--- config.mk ---
export PLATFORM = sky130hd
export DESIGN_NAME = sai_rx_top
export DESIGN_NICKNAME = d
export VERILOG_FILES = /design/src/rtl/sai_rx_pkg.sv /design/src/rtl/sai_rx_sync.sv /design/src/rtl/sai_rx_fmt_dec.sv /design/src/rtl/sai_rx_top.sv
export SDC_FILE = /design/constraint.sdc
export NUM_CORES = 1
export LEC_CHECK = 0
export ABC_AREA = 1
export CAP_MARGIN = 5
export CORE_MARGIN = 3
export CORE_UTILIZATION = 30
export DETAILED_ROUTE_END_ITERATION = 7
export GPL_TIMING_DRIVEN = 0
export PLACE_DENSITY_LB_ADDON = 0.2
export SLEW_MARGIN = 5
export SYNTH_ARGS = -nofsm -noshare
export SYNTH_HDL_FRONTEND = slang
export SYNTH_SLANG_ARGS = --single-unit
--- constraint.sdc ---
create_clock -name clk -period 2.73 [get_ports clk]
set_input_delay 0.4095 -clock clk [delete_from_list [all_inputs] [get_ports clk]]
set_output_delay 0.4095 -clock clk [all_outputs]
set_load 0.01 [all_outputs]
--- src/rtl/sai_rx_pkg.sv ---
`timescale 1ns/1ps
package sai_rx_pkg;

    // Framing families selected by the format code.
    typedef enum logic [1:0] {
        FAM_RJ,
        FAM_I2S,
        FAM_LJ,
        FAM_DSP
    } fam_e;

    // Receiver control states.
    typedef enum logic [1:0] {
        ST_FLUSH,
        ST_HUNT,
        ST_RUN
    } state_e;

    typedef struct packed {
        fam_e       fam;
        logic [4:0] wlen;
    } fmt_t;

    // Word length used by the DSP framing (left word, then right word).
    localparam int DSP_LEN = 16;

endpackage

--- src/rtl/sai_rx_sync.sv ---
`timescale 1ns/1ps
module sai_rx_sync #(
    parameter int WIDTH  = 3,
    parameter int STAGES = 2
) (
    input  logic             clk,
    input  logic             rst_n,
    input  logic [WIDTH-1:0] d_in,
    output logic [WIDTH-1:0] q_out
);

    logic [STAGES-1:0][WIDTH-1:0] pipe;

    generate
        if (STAGES == 1) begin : g_single
            always_ff @(posedge clk or negedge rst_n) begin
                if (!rst_n) pipe <= '0;
                else        pipe <= d_in;
            end
        end else begin : g_chain
            always_ff @(posedge clk or negedge rst_n) begin
                if (!rst_n) pipe <= '0;
                else        pipe <= {pipe[STAGES-2:0], d_in};
            end
        end
    endgenerate

    assign q_out = pipe[STAGES-1];

endmodule

--- src/rtl/sai_rx_fmt_dec.sv ---
`timescale 1ns/1ps
module sai_rx_fmt_dec
    import sai_rx_pkg::*;
(
    input  logic [2:0] code,
    output fmt_t       fmt
);

    always_comb begin
        unique case (code)
            3'd0:    fmt = '{fam: FAM_RJ,  wlen: 5'd16};
            3'd1:    fmt = '{fam: FAM_RJ,  wlen: 5'd20};
            3'd2:    fmt = '{fam: FAM_RJ,  wlen: 5'd24};
            3'd3:    fmt = '{fam: FAM_I2S, wlen: 5'd16};
            3'd4:    fmt = '{fam: FAM_I2S, wlen: 5'd20};
            3'd5:    fmt = '{fam: FAM_I2S, wlen: 5'd24};
            3'd6:    fmt = '{fam: FAM_LJ,  wlen: 5'd16};
            default: fmt = '{fam: FAM_DSP, wlen: 5'd16};
        endcase
    end

endmodule

--- src/rtl/sai_rx_top.sv ---
`timescale 1ns/1ps
module sai_rx_top
    import sai_rx_pkg::*;
#(
    parameter int SYNC_STAGES = 2,
    parameter int OUT_W       = 24,
    parameter int SLOT_W      = 32
) (
    input  logic             clk,
    input  logic             rst_n,
    input  logic             bclk_in,
    input  logic             fclk_in,
    input  logic             sdata_in,
    input  logic [2:0]       fmt_sel,
    output logic [OUT_W-1:0] left_word,
    output logic             left_stb,
    output logic [OUT_W-1:0] right_word,
    output logic             right_stb
);

    localparam int CNT_W = $clog2(2 * SLOT_W) + 1;
    localparam logic [CNT_W-1:0] L_END   = CNT_W'(DSP_LEN);
    localparam logic [CNT_W-1:0] R_END   = CNT_W'(2 * DSP_LEN);
    localparam logic [CNT_W-1:0] CNT_MAX = '1;

    // Line synchronisation and edge detection
    logic [2:0] sync_o;
    logic       bclk_s, fclk_s, sdata_s, bclk_d;

    sai_rx_sync #(.WIDTH(3), .STAGES(SYNC_STAGES)) u_sync (
        .clk   (clk),
        .rst_n (rst_n),
        .d_in  ({bclk_in, fclk_in, sdata_in}),
        .q_out (sync_o)
    );

    assign {bclk_s, fclk_s, sdata_s} = sync_o;

    // Format tracking
    logic [2:0] fmt_q;
    fmt_t       fmt;
    logic       mode_chg;

    sai_rx_fmt_dec u_dec (
        .code (fmt_q),
        .fmt  (fmt)
    );

    assign mode_chg = (fmt_sel != fmt_q);

    // Sampling and frame markers
    state_e            state, state_nxt;
    logic              sample, fclk_prev, frame_edge, sync_start, marker;
    logic              left_half;
    logic [SLOT_W-1:0] shreg, shreg_nxt, shifted;
    logic [CNT_W-1:0]  cnt, cnt_inc;
    logic [OUT_W-1:0]  mask, half_word, dsp_word;
    logic              unused_lo;

    assign sample     = (fmt.fam == FAM_DSP) ? (bclk_d & ~bclk_s) : (~bclk_d & bclk_s);
    assign frame_edge = sample && (fclk_s != fclk_prev);
    assign sync_start = sample && fclk_s && !fclk_prev;
    assign marker     = (fmt.fam == FAM_DSP) ? sync_start : frame_edge;
    assign left_half  = (fmt.fam == FAM_I2S) ? !fclk_prev : fclk_prev;
    assign shreg_nxt  = {shreg[SLOT_W-2:0], sdata_s};
    assign cnt_inc    = cnt + 1'b1;

    // Word extraction from a completed 32-bit half (first bit at the top).
    always_comb begin
        unique case (fmt.fam)
            FAM_RJ:  shifted = shreg << (SLOT_W - int'(fmt.wlen));
            FAM_I2S: shifted = shreg << 1;
            default: shifted = shreg;
        endcase
    end

    assign mask      = {OUT_W{1'b1}} << (OUT_W - int'(fmt.wlen));
    assign half_word = shifted[SLOT_W-1 -: OUT_W] & mask;
    assign unused_lo = ^shifted[SLOT_W-OUT_W-1:0];
    assign dsp_word  = {shreg_nxt[DSP_LEN-1:0], {(OUT_W-DSP_LEN){1'b0}}};

    // State register
    always_ff @(posedge clk or negedge rst_n) begin
        if (!rst_n) state <= ST_FLUSH;
        else        state <= state_nxt;
    end

    // Next-state logic
    always_comb begin
        state_nxt = state;
        unique case (state)
            ST_FLUSH: state_nxt = ST_HUNT;
            ST_HUNT:  if (marker) state_nxt = ST_RUN;
            ST_RUN:   state_nxt = ST_RUN;
            default:  state_nxt = ST_FLUSH;
        endcase
        if (mode_chg) state_nxt = ST_FLUSH;
    end

    // Datapath and outputs
    always_ff @(posedge clk or negedge rst_n) begin
        if (!rst_n) begin
            bclk_d     <= 1'b0;
            fclk_prev  <= 1'b0;
            fmt_q      <= '0;
            shreg      <= '0;
            cnt        <= '0;
            left_word  <= '0;
            right_word <= '0;
            left_stb   <= 1'b0;
            right_stb  <= 1'b0;
        end else begin
            bclk_d    <= bclk_s;
            fmt_q     <= fmt_sel;
            left_stb  <= 1'b0;
            right_stb <= 1'b0;
            if (sample) fclk_prev <= fclk_s;
            if (state == ST_FLUSH || mode_chg) begin
                shreg <= '0;
                cnt   <= '0;
            end else if (sample) begin
                shreg <= shreg_nxt;
                if (sync_start)          cnt <= '0;
                else if (cnt != CNT_MAX) cnt <= cnt_inc;
                if (state == ST_RUN) begin
                    if (fmt.fam == FAM_DSP) begin
                        if (!sync_start && cnt_inc == L_END) begin
                            left_word <= dsp_word;
                            left_stb  <= 1'b1;
                        end
                        if (!sync_start && cnt_inc == R_END) begin
                            right_word <= dsp_word;
                            right_stb  <= 1'b1;
                        end
                    end else if (frame_edge) begin
                        if (left_half) begin
                            left_word <= half_word;
                            left_stb  <= 1'b1;
                        end else begin
                            right_word <= half_word;
                            right_stb  <= 1'b1;
                        end
                    end
                end
            end
        end
    end

endmodule

==> out/results.tsv <==
stage	metric	value	unit
hold_path	hold_path.class	in -> async	
grt	first_global_vias	5042	
critical_path	startpoint	fmt_q[0]	
run_status	status	finished clean	
grt	grt_overflow	0	
synth	yosysWarningCount	0	
power_and_ir_drop	ir_worst_vdd	0.303	mV
clocking	clkLatencyLatePin	0.36	ns
floorplanning	core_area	0.0183	mm^2
critical_path	end_kind	flop	
routing	routed_via_density	5.14	
placement	place_ws	-0.487	ns
grt	grt_usage	17.7	%
routing	firstDrtPassIters	5	
clocking	cts_buffers	9	
sta	max_slew_margin	55.8	%
layout	final_cell_mix	nand2_1 (273), dfrtp_1 (102), inv_1 (67), nand3_1 (59), clkdlybuf4s50_1 (56)	
floorplanning	pin_count	58	
floorplanning	die_x	144	um
synth	synthCells	736	
routing	drcViolationCount	0	
clocking	htreeDepth	3	
critical_path	cp.arrival	2.81	ns
synth	synth_edf_count	0	
synth	synth.distinct_cells	37	
critical_path	cp.required	2.99	ns
grt	antenna_found_initial	0	
sta	layout_min_cycle_time	2.55	ns
placement	dpl.hpwl	13500	um
routing	antenna_left	0	
clocking	root_buffer	clkbuf_16	
placement	dp.cells	1023	
floorplanning	start_util	31.1	%
grt	grt_start_max_net_pins	54	
power_and_ir_drop	powerDensity	479	mW/mm^2
clocking	clk_pin_slew	0.07	ns
clocking	cts.sinks	102	
critical_path	path_delay_family	simple AND/OR/NAND/NOR gates	
synth	synth_nets	753	
power_and_ir_drop	leakagePower	3.25	nW
critical_path	slowest_stage	dfrtp_1	
layout	final_common_cell	nand2_1	
sta	setup_ws	0.178	ns
layout	nets	821	
routing	wl_per_cell	17.0	um
synth	syn_area_per_cell	7.72	um^2
sta	worstMarginPinSlew	0.663	ns
critical_path	path_max_fanout	10	
sta	grt_setup_unrepaired	false	
critical_path	path_cells	inv_2 > nand2_4 > nand2_1 > inv_1 > a21oi_2 > ha_2 > inv_4 > buf_4 > o211ai_1 > nand3_1 > nand3_1 > nand2_1 > nand2_1 > nand2_1 > nand2_1	
synth	ys.flop_type	dfrtp_1	
critical_path	cp.buffers_inverters	4	
sta	skew	0.0136	ns
layout	fin_cells	1038	
critical_path	r2r_start	fmt_q[0]	
sta	finalCritPeriodShare	93.5	%
placement	io_buffers	57	
synth	synth_area	0.00568	mm^2
synth	async_flop_share	100	%
critical_path	crit_top_cell	nand2_1	
routing	dr.first_iter.drc_count	421	
sta	drv_slew	0	
floorplanning	rows	49	
job	max-cap-violations	0	
floorplanning	dieArea	0.0206	mm^2
clocking	cts_tree	built	
layout	area_growth	21.2	%
synth	synth-seq-area-share	44.9	%
placement	gp_congestion	0.926	
layout	finish.utilization	37.7	%
critical_path	slowest_delay	0.44	ns
layout	antenna_cells	0	
clocking	cts_max_path_buffers	2	
synth	ys_ff_latch	102	
critical_path	startpoint_type	flop	
sta	hold_viol_final	0	
routing	num_vias	5332	
grt	grt_pass1_wl	28400	um
sta	finalSetupViolCount	0	
layout	drive_gt1_share	8.78	%
sta	fmax	392	MHz
routing	wirelength	17700	um
critical_path	path_class	reg -> reg	
floorplanning	die_h	144	um
cells in the mapped netlist (all sizes together), types with 10 or more instances:
| cell | count | area share, % |
|---|---|---|
| o211ai | 19 | 2.5 |
| nand2 | 281 | 19 |
| dfrtp | 102 | 45 |
| nand3 | 63 | 6.2 |
| o22ai | 34 | 3.7 |
| o221ai | 14 | 2.2 |
| a21oi | 16 | 1.5 |
| nand4 | 10 | 1.4 |
| inv | 74 | 4.9 |
| clkbuf | 15 | 0.99 |
| nor2 | 19 | 2.0 |
| buf | 21 | 2.6 |
| o21ai | 40 | 3.5 |
registers in the layout, indices dropped and copies added (netlist names):
signal,cells
bclk_d,1
cnt,7
fclk_prev,1
fmt_q,3
left_stb,1
left_word,24
right_stb,1
right_word,24
shreg,32
state,2
u_sync.pipe,3
u_sync.q_out,3
worst register-to-register path, delay by kind of cell, from the launching register on:
kind	cells	cell delay (ns)
AO/OA/AOI/OAI	2	0.32
adder cells (fa/ha/maj)	1	0.38
buffers and inverters	4	0.54
flip-flops	1	0.44
AND/OR/NAND/NOR	8	0.77
layout make-up:
cell class	instances	area [um^2]
tap	229	287
buffer	35	213
timing repair buffer	58	596
inverter	75	289
clock buffer	11	243
sequential	102	2550
clock inverter	5	41.3
fill	1916	11400
multi-input combinational	523	2670
final timing paths:
path / to / slack, ns / cells after the start
min reg2reg: u_sync.q_out[2] / 0.35 / 0
min in group clk: u_sync.q_out[2] / 0.35 / 0
max reg2reg: right_word[16] / 0.18 / 15
max: right_word[16] / 0.18 / 15
max in group asynchronous: shreg[31] / 1.95 / 2
min: left_word[12] / 0.07 / 1
logic make-up (layout without fill, tap and decap cells):
group / after synthesis / count (layout) / share of synthesized area (%)
adders and majority gates: 9 / 9 / 1.98
DFF: 102 / 102 / 44.9
buffers and inverters: 111 / 184 / 8.54
xor gates and xnor gates: 7 / 7 / 1.08
and+or+nand+nor: 377 / 377 / 29.1
AOI/OAI and AO/OA: 130 / 130 / 14.4
through the flow:
stage          instance area, um^2  power (mW)  TNS (ns)  hold slack (ns)
3_3_place_gp                  6540        2.05   -298.94            0.333
4_1_cts                       6870        3.31         0           0.0975
2_1_floorplan                 5680        1.87         0            0.114
3_5_place_dp                  6570        2.04    -12.43            0.340
5_1_grt                       6890        3.46         0            0.115
6_report                      6890        3.30         0           0.0652
report_power, final:
| part | internal, mW | switching [mW] |
|---|---|---|
| logic | 0.152 | 0.348 |
| clock network | 0.653 | 0.617 |
| registers | 1.52 | 0.0113 |
layer usage:
layer	routed length [um]	global-route usage [%]	up-vias	share of wire, %
met5	0	0	-	0
met4	527	7.23	0	3.0
met3	1090	2.80	38	6.2
met2	7770	26.6	208	44
met1	8290	25.6	2510	47
li1	-	-	2576	-
repair_timing:
item	4_1_cts	5_1_grt
setup endpoints to repair	44	41
setup buffers	0	0
hold buffers	0	0
resized for setup	10	10
No activity file was read; power rests on OpenSTA's default activity.
